`src/rtl/pkc_pkg.sv`:
```
package pkc_pkg;
   typedef enum logic [1:0] {
      ST_IDLE  = 2'd0,
      ST_WANT2 = 2'd1,
      ST_WANT1 = 2'd2
   } walk_st_t;

   localparam logic [1:0] LVL_ONE   = 2'd1;
   localparam logic [1:0] LVL_TWO   = 2'd2;
   localparam logic [1:0] LVL_THREE = 2'd3;

   localparam int CODE_PRES = 0;
   localparam int CODE_RSVD = 1;
   localparam int CODE_PKEY = 2;
   localparam int CODE_W    = 3;
endpackage

```
`src/rtl/pkc_walk_seq.sv`:
```
module pkc_walk_seq
   import pkc_pkg::*;
#(
   parameter bit GIB_LEAF_EN = 1'b1
) (
   input  logic       clk,
   input  logic       rst,
   input  logic       ent_valid,
   input  logic [1:0] ent_level,
   input  logic       ent_ps,
   input  logic       ent_present,
   input  logic       ent_user,
   input  logic       ent_rsvd,
   output logic       walk_end,
   output logic       end_present,
   output logic       end_user,
   output logic       end_rsvd
);
   walk_st_t   st_q, st_d;
   logic       user_q, rsvd_q;
   logic [1:0] want_lvl;
   logic       seq_ok;
   logic       l3_leaf;
   logic       is_leaf;

   always_comb begin
      unique case (st_q)
         ST_WANT2: want_lvl = LVL_TWO;
         ST_WANT1: want_lvl = LVL_ONE;
         default:  want_lvl = LVL_THREE;
      endcase
   end

   generate
      if (GIB_LEAF_EN) begin : g_gib
         assign l3_leaf = ent_ps;
      end else begin : g_no_gib
         assign l3_leaf = 1'b0;
      end
   endgenerate

   assign seq_ok  = ent_valid && (ent_level == want_lvl);
   assign is_leaf = (ent_level == LVL_ONE) ||
                    ((ent_level == LVL_TWO) && ent_ps) ||
                    ((ent_level == LVL_THREE) && l3_leaf);

   assign walk_end    = seq_ok && (!ent_present || is_leaf);
   assign end_present = ent_present;
   assign end_user    = ((st_q == ST_IDLE) ? 1'b1 : user_q) & ent_user;
   assign end_rsvd    = ((st_q == ST_IDLE) ? 1'b0 : rsvd_q) | ent_rsvd;

   always_comb begin
      st_d = st_q;
      if (ent_valid) begin
         if (!seq_ok || walk_end)
            st_d = ST_IDLE;
         else if (ent_level == LVL_THREE)
            st_d = ST_WANT2;
         else
            st_d = ST_WANT1;
      end
   end

   always_ff @(posedge clk) begin
      if (rst) begin
         st_q   <= ST_IDLE;
         user_q <= 1'b0;
         rsvd_q <= 1'b0;
      end else begin
         st_q <= st_d;
         if (seq_ok) begin
            user_q <= end_user;
            rsvd_q <= end_rsvd;
         end
      end
   end
endmodule

```
`config.mk`:
```
export PLATFORM = sky130hd
export DESIGN_NAME = pkc_walk_seq
export DESIGN_NICKNAME = d
export VERILOG_FILES = /design/src/rtl/pkc_pkg.sv /design/src/rtl/pkc_walk_seq.sv
export SDC_FILE = /design/constraint.sdc
export NUM_CORES = 1
export LEC_CHECK = 0
export ABC_AREA = 0
export ABC_CLOCK_PERIOD_IN_PS = 1300
export CORE_AREA = 2 2 39 41
export CTS_CLUSTER_SIZE = 12
export DETAILED_ROUTE_END_ITERATION = 6
export DIE_AREA = 0 0 41 43
export DONT_BUFFER_PORTS = 1
export GPL_ROUTABILITY_DRIVEN = 0
export HOLD_SLACK_MARGIN = 0.06
export PLACE_DENSITY = 0.31
export SYNTH_ARGS = -nofsm -noshare
export SYNTH_HDL_FRONTEND = slang
export SYNTH_SLANG_ARGS = --single-unit
export TNS_END_PERCENT = 5
```
`constraint.sdc`:
```
create_clock -name clk -period 1.3 [get_ports clk]
set_input_delay 0.195 -clock clk [delete_from_list [all_inputs] [get_ports clk]]
set_output_delay 0.195 -clock clk [all_outputs]
set_load 0.02 [all_outputs]
```
* Word-level counts from Yosys, hierarchy flattened
Cells that the tools add are included.
** Word-level totals
- Word-level logic and storage cells :: 27
- Register bits after elaboration :: 4
- Memories :: 0
- ROM bits :: 0
- Memory bits (writable) :: 0
- Output and inout port bits :: 4
- Bits in latches :: 0
** Operators by class
- Equal/unequal tests :: 6
- Multiplexer cells :: 5
- Bitwise logic cells :: 2
- Reduce and logical (&&, ||, !) cells :: 11
- Order comparisons :: 0
- Multiply operators :: 0
- $add $sub $neg :: 0
- Divide/modulo/power cells :: 0
- Shift-type cells :: 0
** Operators with widths (number)
- == test 2 bit, second input constant :: 3
- == test 2 x 1 -> 1 bit, second input constant :: 2
- logical AND 1 bit :: 4
- logical OR 1 bit :: 4
- 2-to-1 mux 2 bit :: 2
- one-hot mux 2 bit (2 select lines) :: 1
- == test 2 bit :: 1
- logical NOT 1 bit :: 2
- logical NOT 2 bit :: 1
- 2-to-1 mux 1 bit :: 2
- bitwise AND 1 bit :: 1
- bitwise OR 1 bit :: 1

* Longest topological paths before layout
Gate-level depths: netlist of the first run.
- Depth after elaboration :: 8
- Gate-level depth with buffers :: 4
- Depth with buffers taken out :: 4

* Least setup slack after synthesis of the first run
No wires, ideal clock.
- Path type :: reg2out
- From :: register st_q[0]
- To :: output port walk_end
- Required time :: 1105 ps
- Buffers on the path :: 0
- Setup slack :: -332 ps
- Cell stages (with the launch flop) :: 5
- Arrival :: 1437 ps
- Path through :: dfxtp_1 or4bb_1 o211ai_2 nand2_2 a31oi_1
** On the way
- Cells in the longest elaborated chain, start to end :: 5
- Elaborated cells between the ends (all ways) :: 6
- Classes of those cells :: eq/ne: 3; mux: 1; reduce/logical: 2
** Ends and longest elaborated chain
- start, declared :: line pkc_walk_seq.sv:19 : walk_st_t st_q, st_d;
- start signal, assigned :: line pkc_walk_seq.sv:70 : st_q <= st_d;
- == test 2 bit / == test 2 x 1 -> 1 bit (equally long branches) :: line pkc_walk_seq.sv:27 : unique case (st_q)
- one-hot mux 2 bit (2 select lines) (*) :: line pkc_walk_seq.sv:27
- == test 2 bit (*) :: line pkc_walk_seq.sv:42 : assign seq_ok = ent_valid && (ent_level == want_lvl);
- logical AND 1 bit (*) :: line pkc_walk_seq.sv:42
- logical AND 1 bit (*) :: line pkc_walk_seq.sv:47 : assign walk_end = seq_ok && (!ent_present || is_leaf);
- end, declared :: line pkc_walk_seq.sv:14 : output logic walk_end,
Mark *: on every way between the ends. The rest lies on a longest branch, timed or not.

* Worst setup path after layout of the first run
Same ends and word-level chain as after synthesis.

==> results of run 1 <==
## through the flow
stage / util / hold slack [ns] / instances
global placement: 0.256 / 0.264 / 56
CTS: 0.297 / 0.116 / 62
detailed placement: 0.256 / 0.261 / 56
global route: 0.319 / 0.111 / 64
finish: 0.319 / 0.117 / 64
floorplan: - / 0.257 / 34
## timing repair
| item | 4_1_cts | 5_1_grt |
|---|---|---|
| setup buffers | 2 | 2 |
| endpoints found under the hold margin | 4 | 0 |
| gates resized for setup | 4 | 4 |
| hold buffers | 1 | 0 |
| setup endpoints to repair | 7 | 7 |
| pin swaps | 5 | 8 |
## synth_stat cells
cell type | count | area, sq um
nand2_2 | 1 | 6.26
nand2_1 | 4 | 15.0
o21ai_0 | 2 | 10.0
or4bb_1 | 2 | 22.5
a31oi_1 | 1 | 6.26
a21oi_1 | 3 | 15.0
o211a_1 | 1 | 10.0
nand3_1 | 1 | 5.00
nand2b_1 | 1 | 6.26
dfxtp_1 | 4 | 80.1
o21a_1 | 1 | 7.51
nand4b_1 | 1 | 8.76
nor3_1 | 2 | 10.0
nor2_1 | 3 | 11.3
o31ai_2 | 1 | 12.5
buf_4 | 1 | 7.51
nand4_1 | 1 | 6.26
xor2_1 | 1 | 8.76
inv_1 | 1 | 3.75
or2b_1 | 1 | 7.51
o211ai_2 | 1 | 12.5
## cell families (layout without fill, tap and decap cells)
kind of cell,after synthesis,in the layout,share of synthesized area
buffers and inverters,2,16,0.0413
AO/OA/AOI/OAI,10,10,0.271
flip-flops,4,4,0.294
XOR/XNOR,1,1,0.0321
AND/OR/NAND/NOR,17,17,0.362
## worst max-delay path: stages, from the launching register on
cell	delay (ns)
dfxtp_2	0.32
or4bb_1	0.52
o211ai_2	0.12
nand2_2	0.10
a31oi_4	0.23
## cell usage in the layout (no fill, tap or decap), types with 2 or more instances in the layout
cell type and n:
buf_4 8, nand2_1 4, nor2_1 3, clkbuf_4 3
buf_6 3, or4bb_1 2, a21oi_1 2, dfxtp_1 2
dfxtp_2 2
## cell type report
type	count	area, sq um	share of cell area
flip-flops and latches	4	82.6	0.187
multi-input cells	28	209	0.473
clock buffers	3	22.5	0.0510
repair buffers	12	104	0.235
inverters	1	3.75	0.00850
well taps	16	20.0	0.0453
## metal layers
layer | track usage | vias to the layer above
li1 | - | 155
met5 | 0 | -
met3 | 0.0366 | 0
met2 | 0.166 | 10
met1 | 0.145 | 149
met4 | 0.0600 | 0
## registers in the layout, summed over array words and instances (netlist names)
register / count
user_q: 1
st_q: 2
rsvd_q: 1
## power by group through the flow
stage | combinational, uW | sequential (uW) | clock (uW)
after floorplan | 40.0 | 130 | 0
after global placement | 50.6 | 130 | 0
after detailed placement | 51.4 | 130 | 0
after CTS | 62.2 | 129 | 160
after global routing | 76.4 | 129 | 172
final | 71.6 | 129 | 152
## worst max path at each step
stage | endpoint | slack (ns)
4_1_cts | walk_end | -0.45
6_report | walk_end | -0.42
5_1_grt | walk_end | -0.48
2_1_floorplan | walk_end | -0.18
3_5_place_dp | st_q[0]$_SDFFE_PP0P_ | -0.20
3_3_place_gp | walk_end | -0.15
==> run metrics, run 1 <==
Initial Util 0.197; CTS sink cnt 4; Final period util 1.33; nets 59; share of layout cells above drive strength 1 0.479; drt first pass iters 4; GRT Total Usage 0.114; Yosys reg bits 4; Worst setup EP type primary output; Slew HR 0.850; Synth Area per Inst 8.02 sq um; pre-CTS setup slack -0.200 ns; r2r setup slk -0.27 ns; die area 1760 sq um; path depth of the worst reg2reg path 6; I/O pin cnt 13; antenna-violating nets left 0; clk buf depth 2; critical path peak fanout 4; area post-placement 354 sq um; LEAKAGE 0.000177 uW; Routed WL 845 microns; failing checks negative setup slack; met3 wire len 49 microns; reg2reg start st_q[0]$_SDFFE_PP0P_; Hold Crit Class in2reg; RSZ-0062 raised after global routing yes; critical path type reg2out; met2 wire length 439 microns; top layer in use met3; crit path launch st_q[0]$_SDFFE_PP0P_; hpwl dp 644 microns; Internal 268 uW; Mapped Cells 34; Setup Viol. Count Final 5; fill count 154; reg2reg end st_q[0]$_SDFFE_PP0P_; number of global-route vias before repair 318; final instance area 442 sq um; PwrDens 799 nW/um^2; Max-Cap Viols 0; pin slew with the least headroom to its limit 0.224 ns; total power 353 uW; Die Span Y 43 microns; Clock transition at path regs 0.04 ns; via count 314; largest net degree at the start of global routing 7; Row Count 14; CTS buffer count 3; worst skew pair latency 0.23 ns; Sw Share 0.240; peak supply drop 0.337 mV; Cell Area, Synth 273 sq um; fraction of the yosys area taken by sequential cells 0.294; final slew viol count 0; routed vias/inst 4.91; CTS tree yes; root buffer cell clkbuf_4; outcome finished, violations left; Comb power frac 0.203; Die X-Extent 41 microns; WL/cell 13.2 microns; DR iter-0 viols 14; critical path data arrival time 1.53 ns; area growth from synthesis to layout 61.9%; first-pass GRT wire length 1.37 mm; Req. time, crit path 1.11 ns; Max H-tree Level 1; worst setup slack after layout -0.423 ns; Final Hold Fails 0; Hold EP user_q$_SDFFE_PP0P_; grt ovf 0; # DRC 0; Sum Neg Setup Slack -1.36 ns; max frequency 581 MHz; Cells on Worst Hold Path 2; Ant. Diodes 0; Cell variety after synth 21; yosys synthesis warning count 0; Core Region 1380 sq um; Post-Syn Nets 43; skew final 0.00156 ns; power share of the sequential group 0.366; min Tclk post-route 1.72 ns; clock group share of total power 0.431; initial antenna violation count 0; # port buffers 0; NetSw 84.7 uW; WL met1 356 microns; crit path launch type flop; Hold Startpoint ent_valid
(Power assumes the default switching activity.)
==> run 2: changes to the inputs <==
ABC_CLOCK_PERIOD_IN_PS = 1900   (was 1300)
PLACE_DENSITY = not set   (was 0.31)
PLACE_DENSITY_LB_ADDON = 0.12   (was not set)
clock period = 1.9 ns   (was 1.3 ns; I/O delays follow)
==> run 2 against run 1 <==
Against the previous run: the run now ends clean; combinational power is 60% lower; sequential share of layout area up 6.1 points; global-route usage shrank 1.6 points; cell count fell by 14%; non-clock buffer count fell by 9; sequential power is 32% lower; final area fell by 25%; first-iteration DRC count decreased by 71%; clock skew up 0.0014 ns.
==> run metrics, run 2 (synthesis results as in run 1) <==
Core Region 1380 sq um; Biggest register st_q; Hold Crit Class in2reg; Largest regs st_q: 2 flops, rsvd_q: 1 flops, user_q: 1 flops; area growth from synthesis to layout 22.0%; antenna-violating nets left 0; Die Span Y 43 microns; Routed WL 677 microns; Max H-tree Level 1; min Tclk post-route 1.87 ns; total power 219 uW; Max-Cap Viols 0; I/O pin cnt 13; worst skew pair latency 0.23 ns; share of layout cells above drive strength 1 0.282; LEAKAGE 0.000126 uW; Clock transition at path regs 0.04 ns; critical path peak fanout 6; Slew HR 0.825; nets 50; grt ovf 0; max FFs per register 2; CTS tree yes; Die X-Extent 41 microns; fill count 151; Ant. Diodes 0; CP top delay family simple AND/OR/NAND/NOR gates; Final Hold Fails 0; DR iter-0 viols 4; RSZ-0062 raised after global routing yes; crit path launch type flop; hpwl dp 543 microns; most frequent cells in the layout 4 x nand2_1, 3 x nor2_1, 3 x a21oi_1, 3 x clkbuf_4, 3 x buf_4; die area 1760 sq um; Setup Viol. Count Final 0; Sum Neg Setup Slack 0 ns; WL/cell 12.3 microns; number of global-route vias before repair 280; via count 274; Worst setup EP type primary output; final slew viol count 0; CTS buffer count 3; Worst path slowest cell or4bb_1; clk buf depth 2; skew final 0.00294 ns; pin slew with the least headroom to its limit 0.263 ns; first-pass GRT wire length 1.10 mm; critical path data arrival time 1.58 ns; Req. time, crit path 1.62 ns; PwrDens 657 nW/um^2; initial antenna violation count 0; GRT Total Usage 0.0983; # port buffers 0; peak supply drop 0.265 mV; Initial Util 0.197; largest net degree at the start of global routing 7; CP Cell Sequence or4bb_1 > o211ai_2 > nand2_2 > a31oi_1 > buf_4; max frequency 535 MHz; root buffer cell clkbuf_4; # DRC 0; slowest stage delay, CP 0.53 ns; drt first pass iters 3; critical path type reg2out; Final period util 0.984; Row Count 14; outcome complete, no violations; most common cell after layout, fill and taps aside nand2_1; CP Buf/Inv Count 1; CTS sink cnt 4; routed vias/inst 4.98
[run 2: cell count changes in the layout (fill, tap and decap cells not counted)]
cell	previous run	this run
buf_4	8	3
buf_6	3	0
a21oi_1	2	3
a21oi_2	1	0
a31oi_1	0	1
a31oi_4	1	0
dlygate4sd3_1	1	0
nor3_1	1	2
nor3_2	1	0
o21ai_0	1	2
o21ai_2	1	0
[run 2: path summary, 6_finish.rpt]
kind | start | to | slack [ns] | depth (start not counted)
max | st_q[1]$_SDFFE_PP0P_ | walk_end | 0.03 | 5
min | rst | st_q[1]$_SDFFE_PP0P_ | 0.11 | 1
min reg2reg | user_q$_SDFFE_PP0P_ | user_q$_SDFFE_PP0P_ | 0.47 | 2
max reg2reg | st_q[1]$_SDFFE_PP0P_ | st_q[0]$_SDFFE_PP0P_ | 0.44 | 5
[run 2: per-layer routing]
| metal | part of all wire | vias up | track usage |
|---|---|---|---|
| met5 | 0 | - | 0 |
| met4 | 0.012 | 0 | 0.100 |
| met3 | 0.075 | 2 | 0.0366 |
| met2 | 0.48 | 6 | 0.138 |
| met1 | 0.43 | 127 | 0.103 |
| li1 | - | 139 | - |
[run 2: worst register-to-register path: cells and delay by family, from the launching register on]
kind / cells / cell delay, ns
buffers and inverters: 1 / 0.14
AO/OA/AOI/OAI: 2 / 0.30
AND/OR/NAND/NOR: 2 / 0.60
flip-flops: 1 / 0.34
[run 2: final cells by class]
class	instances	area [sq um]	area share
clock buffers	3	22.5	0.0677
repair buffers	3	22.5	0.0677
multi-input cells	28	181	0.545
flip-flops and latches	4	82.6	0.248
well taps	16	20.0	0.0602
inverters	1	3.75	0.0113
[run 2: power by group]
part / switching, uW / total, uW / internal [uW] / leakage [uW]
clock: 31.5 / 102 / 70.4 / 0.0000138
sequential: 1.27 / 88.0 / 86.8 / 0.0000335
combinational: 15.5 / 28.8 / 13.3 / 0.0000787
total: 48.3 / 219 / 170 / 0.000126
[run 2: per-stage QoR]
step,setup slack (ns),util,hold slack (ns),instances,area [sq um]
after floorplan,0.178,-,0.354,34,273
after global placement,0.184,0.212,0.358,50,293
after detailed placement,0.155,0.212,0.360,50,293
after CTS,0.00672,0.241,0.104,55,333
after global routing,-0.0692,0.241,0.101,55,333
final,0.0311,0.241,0.114,55,333
[run 2: what timing repair did]
action                                  4_1_cts  5_1_grt
cloned                                        0        0
endpoints found under the setup margin        1        1
hold buffers                                  0        0
gates resized for setup                       2        0
pin swaps                                     4        0
buffers inserted                              2        0
endpoints found under the hold margin         0        0
==> run 3: changes to the inputs <==
==> constraint.sdc (replaced) <==
create_clock -name clk -period 1.9 [get_ports clk]
set_input_delay 0.095 -clock clk [delete_from_list [all_inputs] [get_ports clk]]
set_output_delay 0.095 -clock clk [all_outputs]
set_load 0.02 [all_outputs]
==> run 3 against run 2 <==
Against the previous run: largest cell class unchanged; flip-flop and latch count did not move; setup slack better by 0.085 ns; highest routed layer unchanged; global-route usage stayed put.
==> run metrics, run 3 (synthesis results as in run 1) <==
total power 223 uW; Initial Util 0.197; max frequency 561 MHz; largest net degree at the start of global routing 7; CTS tree yes; DR iter-0 viols 2; Setup Viol. Count Final 0; critical path data arrival time 1.69 ns; worst setup slack after layout 0.116 ns; met2 wire length 345 microns; most frequent cells in the layout 4 x nand2_1, 4 x dfxtp_1; drt first pass iters 2; fill count 157; pre-CTS setup slack 0.345 ns; r2r setup slk 0.46 ns; Multi-input gate area 181 sq um; # DRC 0; peak supply drop 0.284 mV; outcome complete, no violations; Row Count 14; Hold WS 0.0683 ns; Post-CTS Resized 0; met3 wire len 43 microns; # port buffers 0; nets 51; skew final 0.00285 ns; Max-Cap Viols 0; pin slew with the least headroom to its limit 0.257 ns; reg2reg end st_q[0]$_SDFFE_PP0P_; Final period util 0.939; Ant. Diodes 0; Cells on Worst Hold Path 2; routed vias/inst 5.09; Post-CTS Setup Bufs 0; Worst setup EP type primary output; die area 1760 sq um; PwrDens 646 nW/um^2; Final Hold Fails 0; Die X-Extent 41 microns; Hold EP st_q[0]$_SDFFE_PP0P_; CTS buffer count 3; Max H-tree Level 1; I/O pin cnt 13; CTS sink cnt 4; LEAKAGE 0.000128 uW; Hold Crit Class in2reg; grt ovf 0; WL/cell 12.5 microns; final slew viol count 0; via count 285; initial antenna violation count 0; critical path type reg2out; Biggest register st_q; Register Area 80.1 sq um; hpwl dp 543 microns; clk buf depth 2; min Tclk post-route 1.78 ns; Clock transition at path regs 0.04 ns; Sum Neg Setup Slack 0 ns; crit path launch type flop; Req. time, crit path 1.80 ns; area growth from synthesis to layout 26.6%; Slew HR 0.828; critical path peak fanout 6; RSZ-0062 raised after global routing no; WL met1 305 microns; root buffer cell clkbuf_4; GRT Total Usage 0.0983; Core Region 1380 sq um; top layer in use met4; Die Span Y 43 microns; max FFs per register 2; first-pass GRT wire length 1.10 mm; Routed WL 702 microns; share of layout cells above drive strength 1 0.175; hold buffer count at CTS 3; antenna-violating nets left 0; worst skew pair latency 0.23 ns; path depth of the worst reg2reg path 4; Largest regs st_q: 2 flops, rsvd_q: 1 flops, user_q: 1 flops; reg2reg start st_q[0]$_SDFFE_PP0P_; Hold Startpoint ent_level[0]; number of global-route vias before repair 283
## run 3: where the power goes
part	internal (uW)	total (uW)	switching (uW)	leakage, uW
Combinational	15.2	33.5	18.3	0.0000817
Clock	70.4	102	31.3	0.0000138
Sequential	86.7	88.0	1.31	0.0000324
Total	172	223	50.9	0.000128
## run 3: critical path, cell delays in order (launching register included)
cell and delay [ns]:
dfxtp_1 0.35, or4bb_1 0.55, o211ai_2 0.14, nand2_2 0.11, a31oi_1 0.15, buf_4 0.16
## run 3: cell type report
cell class              count  share of cell area
clock buffers               3              0.0652
inverters                   1              0.0109
multi-input cells          28               0.525
flip-flops and latches      4               0.232
well taps                  16              0.0580
repair buffers              4               0.109
## run 3: metal layers
metal / up-vias / GRT usage
met5: - / 0
met4: 0 / 0.100
met3: 2 / 0.0314
met2: 6 / 0.141
met1: 135 / 0.103
li1: 142 / -
## run 3: worst max path at each step
stage | to | startpoint
floorplan | walk_end | st_q[0]$_SDFFE_PP0P_
global placement | walk_end | st_q[0]$_SDFFE_PP0P_
detailed placement | walk_end | st_q[0]$_SDFFE_PP0P_
CTS | walk_end | st_q[0]$_SDFFE_PP0P_
global route | walk_end | st_q[0]$_SDFFE_PP0P_
finish | walk_end | st_q[0]$_SDFFE_PP0P_
## run 3: per-stage QoR
stage,utilization,cells,area (sq um)
after global routing,0.250,56,345
after detailed placement,0.212,50,293
after global placement,0.212,50,293
after CTS,0.250,56,345
after floorplan,-,34,273
final,0.250,56,345
